[src/rtl/dvma_pkg.sv]
// Shared types and field positions for the device address translation unit.
// Assumes 64-bit table entries and byte register offsets.
package dvma_pkg;

    // Response fault codes, visible on rsp_fault
    typedef enum logic [1:0] {
        FLT_NONE    = 2'd0,
        FLT_RANGE   = 2'd1,
        FLT_INVALID = 2'd2,
        FLT_PROT    = 2'd3
    } fault_e;

    // Request sequencing states
    typedef enum logic [1:0] {
        ST_IDLE  = 2'd0,
        ST_FETCH = 2'd1,
        ST_WAIT  = 2'd2,
        ST_RESP  = 2'd3
    } state_e;

    // Register byte offsets
    localparam logic [4:0] OFF_CTRL  = 5'h00;
    localparam logic [4:0] OFF_BASE  = 5'h08;
    localparam logic [4:0] OFF_FLUSH = 5'h10;

    // Control word fields
    localparam int CTL_EN_BIT = 0;
    localparam int CTL_SZ_LSB = 16;

    // Table entry fields
    localparam int ENT_VALID_BIT = 63;
    localparam int ENT_STRM_BIT  = 60;
    localparam int ENT_LOCAL_BIT = 59;
    localparam int ENT_CACHE_BIT = 4;
    localparam int ENT_WRITE_BIT = 1;

endpackage

[src/rtl/dvma_cfg.sv]
// Configuration registers: control enable, size code and table base.
// Also decodes the cache invalidation events caused by register writes.
// Assumes writes arrive only while the unit is idle.
module dvma_cfg
    import dvma_pkg::*;
#(
    parameter int VA_W     = 32,
    parameter int PA_W     = 34,
    parameter int PG_SHIFT = 13,
    parameter int SZ_W     = 3,
    parameter int REG_AW   = 5,
    parameter int DATA_W   = 64
) (
    input  logic                    clk,
    input  logic                    rst_n,
    input  logic                    wr_en,
    input  logic [REG_AW-1:0]       wr_addr,
    input  logic [DATA_W-1:0]       wr_data,
    output logic                    xl_en,
    output logic [SZ_W-1:0]         sz_code,
    output logic [PA_W-1:0]         tbl_base,
    output logic                    inv_all,
    output logic                    flush_en,
    output logic [VA_W-PG_SHIFT-1:0] flush_page
);
    localparam int BASE_HI_W = PA_W - PG_SHIFT;

    logic                 en_q;
    logic [SZ_W-1:0]      sz_q;
    logic [BASE_HI_W-1:0] base_hi_q;
    logic                 hit_ctrl, hit_base;
    logic                 unused_data;

    // Decode which register the current write targets
    always_comb begin
        hit_ctrl = wr_en && (wr_addr == REG_AW'(OFF_CTRL));
        hit_base = wr_en && (wr_addr == REG_AW'(OFF_BASE));
        flush_en = wr_en && (wr_addr == REG_AW'(OFF_FLUSH));
        inv_all  = hit_ctrl || hit_base;
    end

    // Hold the enable, size code and page-aligned table base
    always_ff @(posedge clk) begin
        if (!rst_n) begin
            en_q      <= 1'b0;
            sz_q      <= '0;
            base_hi_q <= '0;
        end else begin
            if (hit_ctrl) begin
                en_q <= wr_data[CTL_EN_BIT];
                sz_q <= wr_data[CTL_SZ_LSB +: SZ_W];
            end
            if (hit_base) base_hi_q <= wr_data[PG_SHIFT +: BASE_HI_W];
        end
    end

    assign xl_en       = en_q;
    assign sz_code     = sz_q;
    assign tbl_base    = {base_hi_q, {PG_SHIFT{1'b0}}};
    assign flush_page  = wr_data[PG_SHIFT +: (VA_W - PG_SHIFT)];
    assign unused_data = ^wr_data;

endmodule

[src/rtl/dvma_window.sv]
// Window check and entry address generation, purely combinational.
// One window base per size code is built by a generate loop; the window
// always ends at the top of the device address space.
module dvma_window #(
    parameter int VA_W         = 32,
    parameter int PA_W         = 34,
    parameter int PG_SHIFT     = 13,
    parameter int SZ_W         = 3,
    parameter int MIN_WIN_LOG2 = 23,
    parameter int ENT_LOG2     = 3
) (
    input  logic [VA_W-1:0] va,
    input  logic [SZ_W-1:0] sz_code,
    input  logic [PA_W-1:0] tbl_base,
    output logic            in_win,
    output logic [PA_W-1:0] ent_addr
);
    localparam int NUM_SZ = 1 << SZ_W;
    localparam int SLOT_W = VA_W - PG_SHIFT;

    logic [VA_W-1:0]   win_base [NUM_SZ];
    logic [VA_W-1:0]   base_sel;
    logic [VA_W-1:0]   offset;
    logic [SLOT_W-1:0] slot;

    // Lowest mapped address for each size code
    for (genvar g = 0; g < NUM_SZ; g++) begin : g_base
        assign win_base[g] = ~((VA_W'(1) << (MIN_WIN_LOG2 + g)) - VA_W'(1));
    end

    // Range test and slot-to-entry address arithmetic
    always_comb begin
        base_sel = win_base[sz_code];
        in_win   = (va >= base_sel);
        offset   = va - base_sel;
        slot     = SLOT_W'(offset >> PG_SHIFT);
        ent_addr = tbl_base + (PA_W'(slot) << ENT_LOG2);
    end

endmodule

[src/rtl/dvma_tcache.sv]
// Single-entry translation cache holding one page tag with its frame number
// and attributes. Invalidation has priority over a fill in the same cycle.
module dvma_tcache #(
    parameter int TAG_W  = 19,
    parameter int PPN_W  = 21,
    parameter int ATTR_W = 4
) (
    input  logic              clk,
    input  logic              rst_n,
    input  logic [TAG_W-1:0]  look_tag,
    output logic              hit,
    output logic [PPN_W-1:0]  hit_ppn,
    output logic [ATTR_W-1:0] hit_attr,
    input  logic              fill_en,
    input  logic [TAG_W-1:0]  fill_tag,
    input  logic [PPN_W-1:0]  fill_ppn,
    input  logic [ATTR_W-1:0] fill_attr,
    input  logic              inv_all,
    input  logic              flush_en,
    input  logic [TAG_W-1:0]  flush_tag
);
    logic              vld_q;
    logic [TAG_W-1:0]  tag_q;
    logic [PPN_W-1:0]  ppn_q;
    logic [ATTR_W-1:0] attr_q;

    // Keep, drop or replace the single cached translation
    always_ff @(posedge clk) begin
        if (!rst_n) begin
            vld_q  <= 1'b0;
            tag_q  <= '0;
            ppn_q  <= '0;
            attr_q <= '0;
        end else if (inv_all || (flush_en && flush_tag == tag_q)) begin
            vld_q <= 1'b0;
        end else if (fill_en) begin
            vld_q  <= 1'b1;
            tag_q  <= fill_tag;
            ppn_q  <= fill_ppn;
            attr_q <= fill_attr;
        end
    end

    assign hit      = vld_q && (look_tag == tag_q);
    assign hit_ppn  = ppn_q;
    assign hit_attr = attr_q;

endmodule

[src/rtl/dvma_xlate.sv]
// Device address translation unit, top level. Accepts one request at a
// time, answers from bypass, range check or cache in one cycle, otherwise
// fetches the table entry and answers when it returns.
// Assumes register writes occur only while req_ready is high.
module dvma_xlate
    import dvma_pkg::*;
#(
    parameter int VA_W         = 32,
    parameter int PA_W         = 34,
    parameter int PG_SHIFT     = 13,
    parameter int SZ_W         = 3,
    parameter int MIN_WIN_LOG2 = 23,
    parameter int REG_AW       = 5,
    parameter int ENT_W        = 64
) (
    input  logic              clk,
    input  logic              rst_n,
    input  logic              reg_wr_en,
    input  logic [REG_AW-1:0] reg_addr,
    input  logic [ENT_W-1:0]  reg_wdata,
    input  logic              req_valid,
    output logic              req_ready,
    input  logic [VA_W-1:0]   req_addr,
    input  logic              req_write,
    output logic              mem_req_valid,
    input  logic              mem_req_ready,
    output logic [PA_W-1:0]   mem_req_addr,
    input  logic              mem_rsp_valid,
    input  logic [ENT_W-1:0]  mem_rsp_data,
    output logic              rsp_valid,
    input  logic              rsp_ready,
    output logic [PA_W-1:0]   rsp_paddr,
    output logic [3:0]        rsp_attr,
    output logic [1:0]        rsp_fault
);
    localparam int TAG_W  = VA_W - PG_SHIFT;
    localparam int PPN_W  = PA_W - PG_SHIFT;
    localparam int ATTR_W = 4;

    state_e             st_q;
    logic [VA_W-1:0]    va_q;
    logic               wr_q;
    logic [PA_W-1:0]    fa_q;
    logic [PA_W-1:0]    pa_q;
    logic [ATTR_W-1:0]  at_q;
    fault_e             flt_q;

    logic               xl_en, inv_all, flush_en, in_win;
    logic [SZ_W-1:0]    sz_code;
    logic [PA_W-1:0]    tbl_base, ent_addr;
    logic [TAG_W-1:0]   flush_page;
    logic               c_hit;
    logic [PPN_W-1:0]   c_ppn;
    logic [ATTR_W-1:0]  c_attr;

    logic               e_valid;
    logic [PPN_W-1:0]   e_ppn;
    logic [ATTR_W-1:0]  e_attr;
    logic               fill_en;
    logic               unused_ent;

    dvma_cfg #(
        .VA_W(VA_W), .PA_W(PA_W), .PG_SHIFT(PG_SHIFT),
        .SZ_W(SZ_W), .REG_AW(REG_AW), .DATA_W(ENT_W)
    ) u_cfg (
        .clk(clk), .rst_n(rst_n),
        .wr_en(reg_wr_en), .wr_addr(reg_addr), .wr_data(reg_wdata),
        .xl_en(xl_en), .sz_code(sz_code), .tbl_base(tbl_base),
        .inv_all(inv_all), .flush_en(flush_en), .flush_page(flush_page)
    );

    dvma_window #(
        .VA_W(VA_W), .PA_W(PA_W), .PG_SHIFT(PG_SHIFT),
        .SZ_W(SZ_W), .MIN_WIN_LOG2(MIN_WIN_LOG2), .ENT_LOG2(3)
    ) u_win (
        .va(req_addr), .sz_code(sz_code), .tbl_base(tbl_base),
        .in_win(in_win), .ent_addr(ent_addr)
    );

    dvma_tcache #(
        .TAG_W(TAG_W), .PPN_W(PPN_W), .ATTR_W(ATTR_W)
    ) u_cache (
        .clk(clk), .rst_n(rst_n),
        .look_tag(req_addr[VA_W-1:PG_SHIFT]),
        .hit(c_hit), .hit_ppn(c_ppn), .hit_attr(c_attr),
        .fill_en(fill_en), .fill_tag(va_q[VA_W-1:PG_SHIFT]),
        .fill_ppn(e_ppn), .fill_attr(e_attr),
        .inv_all(inv_all), .flush_en(flush_en), .flush_tag(flush_page)
    );

    // Split the fetched entry into the fields the unit uses
    always_comb begin
        e_valid = mem_rsp_data[ENT_VALID_BIT];
        e_ppn   = mem_rsp_data[PG_SHIFT +: PPN_W];
        e_attr  = {mem_rsp_data[ENT_STRM_BIT], mem_rsp_data[ENT_LOCAL_BIT],
                   mem_rsp_data[ENT_CACHE_BIT], mem_rsp_data[ENT_WRITE_BIT]};
        fill_en = (st_q == ST_WAIT) && mem_rsp_valid && e_valid;
    end
    assign unused_ent = ^mem_rsp_data;

    // Request sequencing and response registers
    always_ff @(posedge clk) begin
        if (!rst_n) begin
            st_q  <= ST_IDLE;
            va_q  <= '0;
            wr_q  <= 1'b0;
            fa_q  <= '0;
            pa_q  <= '0;
            at_q  <= '0;
            flt_q <= FLT_NONE;
        end else begin
            case (st_q)
                ST_IDLE: if (req_valid) begin
                    va_q <= req_addr;
                    wr_q <= req_write;
                    fa_q <= ent_addr;
                    pa_q <= '0;
                    at_q <= '0;
                    flt_q <= FLT_NONE;
                    st_q <= ST_RESP;
                    if (!xl_en) begin
                        pa_q <= PA_W'(req_addr);
                    end else if (!in_win) begin
                        flt_q <= FLT_RANGE;
                    end else if (c_hit) begin
                        if (req_write && !c_attr[0]) begin
                            flt_q <= FLT_PROT;
                        end else begin
                            pa_q <= {c_ppn, req_addr[PG_SHIFT-1:0]};
                            at_q <= c_attr;
                        end
                    end else begin
                        st_q <= ST_FETCH;
                    end
                end
                ST_FETCH: if (mem_req_ready) st_q <= ST_WAIT;
                ST_WAIT: if (mem_rsp_valid) begin
                    st_q <= ST_RESP;
                    if (!e_valid) begin
                        flt_q <= FLT_INVALID;
                    end else if (wr_q && !e_attr[0]) begin
                        flt_q <= FLT_PROT;
                    end else begin
                        pa_q <= {e_ppn, va_q[PG_SHIFT-1:0]};
                        at_q <= e_attr;
                    end
                end
                default: if (rsp_ready) st_q <= ST_IDLE;
            endcase
        end
    end

    assign req_ready     = (st_q == ST_IDLE);
    assign mem_req_valid = (st_q == ST_FETCH);
    assign mem_req_addr  = fa_q;
    assign rsp_valid     = (st_q == ST_RESP);
    assign rsp_paddr     = pa_q;
    assign rsp_attr      = at_q;
    assign rsp_fault     = flt_q;

endmodule

[config.mk]
export PLATFORM = sky130hd
export DESIGN_NAME = dvma_xlate
export DESIGN_NICKNAME = d
export VERILOG_FILES = /design/src/rtl/dvma_pkg.sv /design/src/rtl/dvma_cfg.sv /design/src/rtl/dvma_window.sv /design/src/rtl/dvma_tcache.sv /design/src/rtl/dvma_xlate.sv
export SDC_FILE = /design/constraint.sdc
export NUM_CORES = 1
export LEC_CHECK = 0
export BUFFER_PORTS_ARGS = -buffer_cell sky130_fd_sc_hd__clkbuf_2
export CAP_MARGIN = 20
export CELL_PAD_IN_SITES_DETAIL_PLACEMENT = 1
export CELL_PAD_IN_SITES_GLOBAL_PLACEMENT = 1
export CORE_UTILIZATION = 35
export CTS_CLUSTER_SIZE = 10
export DETAILED_ROUTE_END_ITERATION = 7
export PLACE_DENSITY = 0.72
export SLEW_MARGIN = 20
export SYNTH_ARGS = -nofsm -noshare
export SYNTH_HDL_FRONTEND = slang
export SYNTH_HIERARCHICAL = 1
export SYNTH_SLANG_ARGS = --single-unit
export TNS_END_PERCENT = 100
[constraint.sdc]
create_clock -name clk -period 3.8 [get_ports clk]
set_input_delay 0.76 -clock clk [delete_from_list [all_inputs] [get_ports clk]]
set_output_delay 0.76 -clock clk [all_outputs]
set_load 0.01 [all_outputs]
==> out/results.tsv <==
stage	metric	value	unit
power	powerDensity	537	nW/um2
timing	finalSetupViolCount	0	
global_route	antenna_found_initial	0	
routing	drc	0	
power	clkPwrFrac	0.298	
global_route	grt_pass1_vias	8424	
timing	fin_crit	3750	ps
global_route	overflow	0	
synthesis	ys_dominant_reg_cell	dfxtp_1	
clocking	clk_latency	440	ps
outcome	status	finished clean	
floorplanning	die_y	165	um
global_route	grt_pass1_wl	45200	um
finish	layout_common_cells	nand2_1, dfxtp_1, clkbuf_2	
floorplanning	die_w	165	um
finish	drive_above_1_share	0.268	
clocking	cts_tree	yes	
synthesis	ys_warn_count	6	
power	power.internal	3770	uW
routing	drt-initial-drc-count	466	
worst_setup_path	endpoint_kind	flop	
power	pwr-share-comb	0.310	
synthesis	syn_area	9280	um2
worst_setup_path	crit_arrival	4120	ps
global_route	gr-usage-all-layers	0.216	
worst_setup_path	cp-start-kind	input pin	
timing	fin_crit_sh	0.988	
synthesis	synth-async-reset-ratio	0	
global_route	gr-usage-met2	0.356	
synthesis	synth_top_family_by_area	compound AO/OA/AOI/OAI gates	
worst_setup_path	path_max_fanout	3	
global_route	grt_util_met3	0.0387	
placed_design	portBuffers	169	
finish	final_common_cell	nand2_1	
clocking	clk_pin_slew	70	ps
synthesis	syn_inst	1091	
worst_setup_path	crit_required	4160	ps
floorplanning	die-area	27200	um2
placed_design	gp_congestion	0.862	
finish	fin_area	11200	um2
finish	antenna_cells	0	
routing	dr.pass1.iters	7	
finish	fin_util	0.430	
clocking	htreeDepth	4	
synthesis	yosysSeqAreaShare	0.386	
floorplanning	rows	59	
routing	routed_wl	29400	um
synthesis	synth_compound_area_frac	0.224	
routing	num_vias	8535	
global_route	grt-busiest-layer	met2	
synthesis	postSynthAreaPerCell	8.51	um2
power	vdd.ir_drop.worst	0.000259	V
clocking	clock_path_buffers	2	
power	p_sw	2250	uW
synthesis	synth-adder-area-share	0.0488	
finish	final_nets	1462	
floorplanning	start_util	0.356	
routing	ant_nets	0	
finish	syn_to_final_growth	20.8	%
timing	setup_ws	47.5	ps
global_route	grt_max_degree	60	
power	leakagePower	0.00494	uW
placed_design	place_hpwl	21100	um
floorplanning	coreArea	26100	um2
placed_design	dp_cells	1567	
timing	slew-limit-headroom	0.392	
routing	wire_per_inst	18.4	um
power	switching_share	0.374	
synthesis	synth_seq_cells	179	
synthesis	synthSimpleGateAreaFrac	0.166	
timing	hold_ws	454	ps
worst_setup_path	critPathKind	in2reg	
synthesis	synth_edf_count	0	
clocking	root_buffer	clkbuf_16	
finish	finalNonFillerCells	1602	
synthesis	muxShareOfSynthArea	0.0280	
timing	fmax	266	MHz
placed_design	dp_slack	-651	ps
placed_design	placed_area	10500	um2
clocking	clock_sinks	179	
worst_hold_path	min_path_type	reg2reg	
synthesis	ys_types	65	
floorplanning	ios	250	
timing	drv_slew	0	
timing	rsz0062_at_grt	true	
timing	worstMarginPinSlew	905	ps
global_route	use_met1	0.286	
job	max_cap_viol_count	0	
clocking	cts_made_buffers	17	
timing	hold_viol_final	0	
synthesis	synth_xor_xnor_area_share	0.0670	
timing	fin_skew	15.1	ps
routing	drt-vias-per-instance	5.33	
clocking	cts_hold_buffers	0	
power	seqPwrFrac	0.392	
## cell families after synthesis
kind of cell | after synthesis
and+or+nand+nor | 339
AOI/OAI and AO/OA | 305
DFF | 179
buffers and inverters | 135
xor gates and xnor gates | 71
adders and majority gates | 35
muxes | 26
other | 1
## power groups by stage
stage	sequential (uW)	clock (uW)	combinational, uW
final	2360	1800	1870
after global routing	2400	1920	2080
after CTS	2360	1840	1860
after detailed placement	2400	0	1850
after global placement	2390	0	1810
after floorplan	2470	0	1130
## state kept, by name, summed over array words and instances, names as in the netlist
name	flops
mem_req_addr	34
rsp_fault	2
wr_q	1
rsp_attr	4
st_q	2
u_cache/hit_attr	4
u_cache/tag_q	19
u_cfg/base_hi_q	21
u_cfg/xl_en	1
va_q	32
u_cache/hit_ppn	21
u_cfg/sz_code	3
u_cache/vld_q	1
rsp_paddr	34
## Yosys cell counts (all sizes together) (3+ instances only)
cell type,number,area share
inv,35,0.014
nor2b,9,0.0061
mux2i,26,0.028
a21boi,3,0.0024
and3,5,0.0034
o21a,5,0.0040
nor4,12,0.0081
a22oi,5,0.0040
nand2b,3,0.0020
ha,33,0.044
nor3,6,0.0032
o21ai,67,0.036
a22o,44,0.046
a221oi,19,0.018
a21oi,112,0.060
o311a,14,0.015
xnor2,30,0.028
a31oi,5,0.0034
nor3b,21,0.018
clkbuf,42,0.017
and2,3,0.0020
o211a,3,0.0032
xor2,41,0.039
or3,4,0.0027
nand2,208,0.084
nand3,14,0.0076
nor2,36,0.015
buf,58,0.048
o31ai,3,0.0054
nand4,10,0.0067
a21o,9,0.0076
dfxtp,179,0.39
## final timing paths
| kind | startpoint | endpoint | slack, ps | cells after the start |
|---|---|---|---|---|
| hold / removal | mem_req_addr[25] | mem_req_addr[25] | 450 | 2 |
| setup reg to reg | u_cfg/sz_code[1] | mem_req_addr[24] | 60 | 21 |
| hold reg to reg | mem_req_addr[25] | mem_req_addr[25] | 450 | 2 |
| setup / recovery | req_addr[23] | mem_req_addr[24] | 50 | 21 |
## layout make-up
class	count	area, um2
clock buffers	17	425
clock inverters	15	178
fillers	3153	14800
inverters	35	134
multi-input cells	789	5120
flip-flops and latches	179	3590
well taps	335	419
repair buffers	232	1350
## routing by layer
layer	vias up	part of all wire
li1	4108	-
met1	4172	0.47
met2	221	0.47
met3	34	0.045
met4	0	0.017
met5	-	0
## worst max-delay path, stage by stage
cell	delay, ps
buf_4	120
inv_1	80
ha_4	180
fa_2	360
nor2b_1	120
o21ai_1	100
a21boi_1	200
o21ai_1	110
a21boi_1	200
o21ai_1	110
xnor2_1	280
ha_1	340
a21oi_2	210
buf_4	170
inv_4	30
a31oi_4	190
o31ai_4	110
nand4_1	120
xnor2_1	130
nand2_1	70
a21oi_1	130
## what timing repair did
| action | 4_1_cts | 5_1_grt |
|---|---|---|
| gates resized for setup | 6 | 30 |
| pin swaps | 4 | 21 |
| buffers inserted | 0 | 4 |
| setup endpoints to repair | 12 | 14 |
## stage by stage
stage	total power (uW)	setup TNS (ps)
floorplan	3600	0
global placement	4200	-5170
detailed placement	4250	-7940
CTS	6060	0
global route	6400	-560
finish	6030	0
Note: power is estimated with default switching activity, not from simulation.
